[src/rtl/pwm_timer_pkg.sv]
package pwm_timer_pkg;
  localparam int unsigned DATA_W    = 32;
  localparam int unsigned PHASE_W   = 16;
  localparam int unsigned CTRL_W    = 5;
  localparam int unsigned SRC_BIT   = 3;
  localparam int unsigned EN_BASE   = 3;
  localparam int unsigned EN_STEP   = 4;
  localparam int unsigned EN_OFFS   = 32'h1C;
  localparam int unsigned CH_BASE   = 32'h20;
  localparam int unsigned CH_STRIDE = 32'h10;
  localparam int unsigned RELOAD_OFFS = 32'h4;
  localparam logic [2:0]  MODE_PWM  = 3'b100;

  typedef struct packed {
    logic [PHASE_W-1:0] hi;
    logic [PHASE_W-1:0] lo;
  } reload_t;
endpackage

[src/rtl/pwm_timer_regs.sv]
module pwm_timer_regs
  import pwm_timer_pkg::*;
#(
  parameter int unsigned N_CH   = 4,
  parameter int unsigned ADDR_W = 8
) (
  input  logic                           clk_i,
  input  logic                           rst_ni,
  input  logic                           wr_en_i,
  input  logic                           rd_en_i,
  input  logic [ADDR_W-1:0]              addr_i,
  input  logic [DATA_W-1:0]              wdata_i,
  output logic [DATA_W-1:0]              rdata_o,
  output logic [N_CH-1:0]                en_o,
  output logic [N_CH-1:0][CTRL_W-1:0]    ctrl_o,
  output reload_t [N_CH-1:0]             reload_o,
  output logic [N_CH-1:0]                reload_wr_o
);
  localparam logic [ADDR_W-1:0] EnAddr = ADDR_W'(EN_OFFS);

  logic                        hit_en;
  logic [N_CH-1:0]             hit_ctrl, hit_rel;
  logic [N_CH-1:0]             en_q;
  logic [N_CH-1:0][CTRL_W-1:0] ctrl_q;
  reload_t [N_CH-1:0]          reload_q;
  logic [DATA_W-1:0]           rd_mux, rdata_q;

  assign hit_en = (addr_i == EnAddr);

  for (genvar c = 0; c < N_CH; c++) begin : g_ch
    localparam logic [ADDR_W-1:0] CtrlAddr = ADDR_W'(CH_BASE + CH_STRIDE * c);
    localparam logic [ADDR_W-1:0] RelAddr  = ADDR_W'(CH_BASE + CH_STRIDE * c + RELOAD_OFFS);

    assign hit_ctrl[c]    = (addr_i == CtrlAddr);
    assign hit_rel[c]     = (addr_i == RelAddr);
    assign reload_wr_o[c] = wr_en_i && hit_rel[c];

    always_ff @(posedge clk_i or negedge rst_ni) begin
      if (!rst_ni) begin
        en_q[c]     <= 1'b0;
        ctrl_q[c]   <= '0;
        reload_q[c] <= '0;
      end else if (wr_en_i) begin
        if (hit_en)      en_q[c]     <= wdata_i[EN_BASE + EN_STEP * c];
        if (hit_ctrl[c]) ctrl_q[c]   <= wdata_i[CTRL_W-1:0];
        if (hit_rel[c])  reload_q[c] <= reload_t'(wdata_i);
      end
    end
  end

  always_comb begin
    rd_mux = '0;
    if (hit_en) begin
      for (int c = 0; c < N_CH; c++) rd_mux[EN_BASE + EN_STEP * c] = en_q[c];
    end
    for (int c = 0; c < N_CH; c++) begin
      if (hit_ctrl[c]) rd_mux = DATA_W'(ctrl_q[c]);
      if (hit_rel[c])  rd_mux = DATA_W'(reload_q[c]);
    end
  end

  always_ff @(posedge clk_i or negedge rst_ni) begin
    if (!rst_ni)      rdata_q <= '0;
    else if (rd_en_i) rdata_q <= rd_mux;
  end

  assign rdata_o  = rdata_q;
  assign en_o     = en_q;
  assign ctrl_o   = ctrl_q;
  assign reload_o = reload_q;
endmodule

[src/rtl/pwm_timer_chan.sv]
module pwm_timer_chan
  import pwm_timer_pkg::*;
#(
  parameter int unsigned CNT_W = PHASE_W
) (
  input  logic             clk_i,
  input  logic             rst_ni,
  input  logic             run_i,
  input  logic             src_bus_i,
  input  logic             ext_tick_i,
  input  logic             reload_wr_i,
  input  logic [CNT_W-1:0] hi_i,
  input  logic [CNT_W-1:0] lo_i,
  output logic             pwm_o
);
  logic             active_q, high_q, src_q, src_eff, tick;
  logic [CNT_W-1:0] cnt_q, lo_q;

  // source is latched while running; a reload write re-samples it
  assign src_eff = active_q ? src_q : src_bus_i;
  assign tick    = src_eff | ext_tick_i;

  always_ff @(posedge clk_i or negedge rst_ni) begin
    if (!rst_ni)                      src_q <= 1'b0;
    else if (!active_q || reload_wr_i) src_q <= src_bus_i;
  end

  always_ff @(posedge clk_i or negedge rst_ni) begin
    if (!rst_ni) begin
      active_q <= 1'b0;
      high_q   <= 1'b0;
      cnt_q    <= '0;
      lo_q     <= '0;
    end else if (!run_i) begin
      active_q <= 1'b0;
      high_q   <= 1'b0;
    end else if (tick) begin
      if (!active_q || (cnt_q == '0 && !high_q)) begin
        active_q <= 1'b1;
        high_q   <= 1'b1;
        cnt_q    <= hi_i;
        lo_q     <= lo_i;
      end else if (cnt_q == '0) begin
        high_q <= 1'b0;
        cnt_q  <= lo_q;
      end else begin
        cnt_q <= cnt_q - 1'b1;
      end
    end
  end

  assign pwm_o = run_i && active_q && high_q;
endmodule

[src/rtl/pwm_timer_bank.sv]
module pwm_timer_bank
  import pwm_timer_pkg::*;
#(
  parameter int unsigned N_CH   = 4,
  parameter int unsigned ADDR_W = 8
) (
  input  logic              clk_i,
  input  logic              rst_ni,
  input  logic              wr_en_i,
  input  logic              rd_en_i,
  input  logic [ADDR_W-1:0] addr_i,
  input  logic [31:0]       wdata_i,
  output logic [31:0]       rdata_o,
  input  logic              ext_tick_i,
  output logic [N_CH-1:0]   pwm_o
);
  logic [N_CH-1:0]             en_w, run_w, reload_wr_w;
  logic [N_CH-1:0][CTRL_W-1:0] ctrl_w;
  reload_t [N_CH-1:0]          reload_w;
  logic                        unused_ctrl;

  pwm_timer_regs #(.N_CH(N_CH), .ADDR_W(ADDR_W)) u_regs (
    .clk_i       (clk_i),
    .rst_ni      (rst_ni),
    .wr_en_i     (wr_en_i),
    .rd_en_i     (rd_en_i),
    .addr_i      (addr_i),
    .wdata_i     (wdata_i),
    .rdata_o     (rdata_o),
    .en_o        (en_w),
    .ctrl_o      (ctrl_w),
    .reload_o    (reload_w),
    .reload_wr_o (reload_wr_w)
  );

  assign unused_ctrl = ^ctrl_w;

  for (genvar c = 0; c < N_CH; c++) begin : g_ch
    assign run_w[c] = en_w[c] && (ctrl_w[c][2:0] == MODE_PWM);

    pwm_timer_chan #(.CNT_W(PHASE_W)) u_chan (
      .clk_i       (clk_i),
      .rst_ni      (rst_ni),
      .run_i       (run_w[c]),
      .src_bus_i   (ctrl_w[c][SRC_BIT]),
      .ext_tick_i  (ext_tick_i),
      .reload_wr_i (reload_wr_w[c]),
      .hi_i        (reload_w[c].hi),
      .lo_i        (reload_w[c].lo),
      .pwm_o       (pwm_o[c])
    );
  end
endmodule

[config.mk]
export PLATFORM = sky130hd
export DESIGN_NAME = pwm_timer_bank
export DESIGN_NICKNAME = d
export VERILOG_FILES = /design/src/rtl/pwm_timer_pkg.sv /design/src/rtl/pwm_timer_regs.sv /design/src/rtl/pwm_timer_chan.sv /design/src/rtl/pwm_timer_bank.sv
export SDC_FILE = /design/constraint.sdc
export NUM_CORES = 1
export LEC_CHECK = 0
export BUFFER_PORTS_ARGS = -buffer_cell sky130_fd_sc_hd__buf_2
export CORE_MARGIN = 2
export CORE_UTILIZATION = 40
export DETAILED_ROUTE_END_ITERATION = 6
export GPL_TIMING_DRIVEN = 0
export PLACE_DENSITY = 0.56
export SKIP_CTS_REPAIR_TIMING = 1
export SLEW_MARGIN = 20
export SYNTH_ARGS = -nofsm -noshare
export SYNTH_HDL_FRONTEND = slang
export SYNTH_HIERARCHICAL = 1
export SYNTH_SLANG_ARGS = --single-unit
[constraint.sdc]
create_clock -name clk_i -period 2.25 [get_ports clk_i]
set_input_delay 0.1125 -clock clk_i [delete_from_list [all_inputs] [get_ports clk_i]]
set_output_delay 0.1125 -clock clk_i [all_outputs]
set_load 0.005 [all_outputs]
==> results.toml <==
[outcome]
status = "finished, violations left"
failed_checks = "DRC, hold timing"

[pwr]
pwr_density_cell_nw_per_um2 = 704
p_leak_nw = 9.21
ir_worst_vdd_uv = 439
power_mw = 13.6

[global_route]
grt_max_degree = 89
grt_pass1_wl_mm = 78.7
antenna_found_initial = 1
grtUsageTotal_pct = 25.0
grt.overflow.total = 0
grt_pass1_vias = 12235

[floorplanning]
pin_count = 81
fp.coreArea_um2 = 40600
initial_core_util_pct = 40.3
die_h_um = 206
placementRows = 74
dieArea_um2 = 42600
die_w_um = 206

[sta]
finalCritPeriodShare_pct = 97.3
setup_viol = 0
period_minus_slack_ps = 2190
tightest_slew_ps = 945
drv_slew = 0
max_freq_mhz = 457
fin_hold_ws_ps = -9.10
skew_ps = 24.2
hold_violations = 6
slew_headroom_pct = 36.5
fin_setup_tns_ps = 0

[clock_network]
worst_skew_pair.late_latency_ps = 560
cts-root-buf = "clkbuf_16"
cts_tree = "yes"
htree_levels = 2
numCtsBuffers = 39
numClockSinks = 324
clk_path_buf_depth = 3
clk_pin_slew_ps = 50

[final_layout]
nets = 1679
finalInstanceArea_um2 = 19400
antenna-diode-count = 0
area_delta_synth_final_pct = 18.1
fin_cells = 2183
layout-drive-gt1-share_pct = 28.0

[synthesis]
postSynthAreaPerCell_um2 = 11.3
synth_top_area_share_pct = 49.5
synth-edff-count = 0
yosysTopAreaCell = "dfrtp_1"
netlist_top_cells_area = "dfrtp_1 49%, mux2_2 9.2%, mux2_4 4.8%"
synth_area_um2 = 16400
synth_warnings = 6
synth.ff_latch_count = 324
synth_cell_type_count = 85
syn_nets = 1504
synth-main-ff-cell = "dfrtp_1"
async_flop_share_pct = 100
syn-instance-count = 1451
synth-seq-area-share_pct = 49.5

[drt]
ant_nets = 0
vias = 12781
drtIter0Drc = 1139
dr.pass1.iters = 7
drc = 1
via_per_inst = 5.85
wl_per_cell_um = 24.2
finalWirelength_mm = 52.7

[run]
maxCapViolations = 0

[place]
gp_congestion = 0.905
dp_hpwl_mm = 39.0
dp.cells = 2065
dpl-instance-area_um2 = 17600
port_buffers = 79

[critical_path]
worstPathRequired_ps = 2700
slowest_stage = "dfrtp_1"
cp_slowest_stage_delay_ps = 460
path_cells = "nor4_4, nand2_1, nor4_1, mux2_2, o31ai_1"
worst_setup_path_start_kind = "flop"
worstSetupEndpointType = "flop"
arrival_ps = 2640
reg2regPathDepth = 5
crit_type = "reg -> reg"
path_max_fanout = 5

[hold_path]
min_path_type = "in -> reg"
hold_depth = 2
==> cells by family (layout without fill, tap and decap cells) <==
kind of cell,Yosys count,count (layout),synth area share [%]
flops,324,324,49.5
mux,207,207,15.5
simple gates,411,411,13.9
buf+inv,147,347,4.49
xor+xnor,30,30,1.60
compound gates,324,324,14.5
fa+ha+maj,8,8,0.611
==> report_power, final <==
group	internal (mW)	switching, mW
clock network	3.53	2.52
registers	6.01	0.244
logic	0.551	0.768
==> sequential cells by signal (all words and copies together), names as in the netlist <==
name                  count
g_ch.u_chan/active_q      4
g_ch.u_chan/cnt_q        64
g_ch.u_chan/high_q        4
g_ch.u_chan/lo_q         64
g_ch.u_chan/src_q         4
u_regs/ctrl_o            20
u_regs/en_o               4
u_regs/rdata_o           32
u_regs/reload_o         128
==> cells in the final DEF (no fill, tap or decap), drive strengths merged, types with 7 or more instances in the layout <==
cell type / Yosys / final
xor2: 14 / 14
nand2: 134 / 134
nor4: 20 / 20
or3: 8 / 8
buf: 50 / 153
inv: 56 / 58
nand3: 23 / 23
nor3: 47 / 47
or4: 7 / 7
nand3b: 8 / 8
nor3b: 8 / 8
nand4: 22 / 22
o211a: 11 / 11
a211oi: 13 / 13
dfrtp: 324 / 324
a22oi: 8 / 8
o21ai: 33 / 33
clkbuf: 40 / 98
nor2: 87 / 87
o211ai: 14 / 14
a22o: 24 / 24
mux2: 190 / 190
o22ai: 60 / 60
a222oi: 24 / 24
xnor2: 16 / 16
nor4b: 8 / 8
a21oi: 70 / 70
nand4b: 10 / 10
ha: 8 / 8
mux2i: 14 / 14
dlygate4sd3: 0 / 32
==> Yosys cell counts, types with 7 or more instances <==
master and n:
a22oi_1 8, xor2_1 14, nor2_1 85, buf_6 15, o21ai_1 8, a22o_1 24
nand4_1 18, or3_1 8, nand4b_1 10, o22ai_1 60, dfrtp_1 324, mux2_2 134
a21oi_1 64, nand3_1 21, ha_1 8, nand2_1 134, a211oi_1 13, nor3b_1 7
mux2_4 52, clkbuf_1 40, o211ai_1 14, nor4_1 12, o21ai_0 25, xnor2_1 16
o211a_1 11, nor3_1 42, nand3b_1 8, inv_1 56, mux2i_1 14, a222oi_1 24
buf_2 28
==> worst paths after layout <==
check | slack (ps) | start | endpoint
hold / removal | -9 | wdata_i[4] | u_regs/reload_o[100]
hold reg to reg | 480 | g_ch[1].u_chan/lo_q[5] | g_ch[1].u_chan/lo_q[5]
max in group asynchronous | 830 | rst_ni | g_ch[3].u_chan/cnt_q[5]
setup / recovery | 60 | g_ch[3].u_chan/cnt_q[6] | g_ch[3].u_chan/cnt_q[15]
min in group asynchronous | 160 | rst_ni | g_ch[0].u_chan/cnt_q[11]
setup reg to reg | 60 | g_ch[3].u_chan/cnt_q[6] | g_ch[3].u_chan/cnt_q[15]
==> stage by stage <==
stage | setup slack (ps) | util [%] | hold slack [ps]
after floorplan | 240 | - | -183
after global placement | -5420 | 42.9 | 411
after detailed placement | -140 | 43.2 | 173
after CTS | -196 | 46.2 | -419
after global routing | -40.7 | 47.6 | 21.9
final | 61.1 | 47.6 | -9.10
==> critical path: cells and delay by family (launching register included) <==
family	cells	cell delay (ps)
AND/OR/NAND/NOR	3	1020
flip-flops	1	460
multiplexers	1	400
AO/OA/AOI/OAI	1	220
==> final cells by class <==
type                    count  area (µm²)
well taps                 532         666
flip-flops and latches    324        8110
clock buffers              59        1150
multi-input cells         980        7650
repair buffers            136         986
clock inverters             7        58.8
fillers                  3787       21300
plain buffers              88         524
inverters                  57         214
==> metal layers <==
metal	vias to the layer above	wire, µm	global-route usage [%]
met4	0	1290	7.04
met3	77	3240	4.10
met1	6490	24300	36.1
met5	-	0	0
li1	5789	-	-
met2	425	23900	38.8
Power figures use the tool's default switching activity.
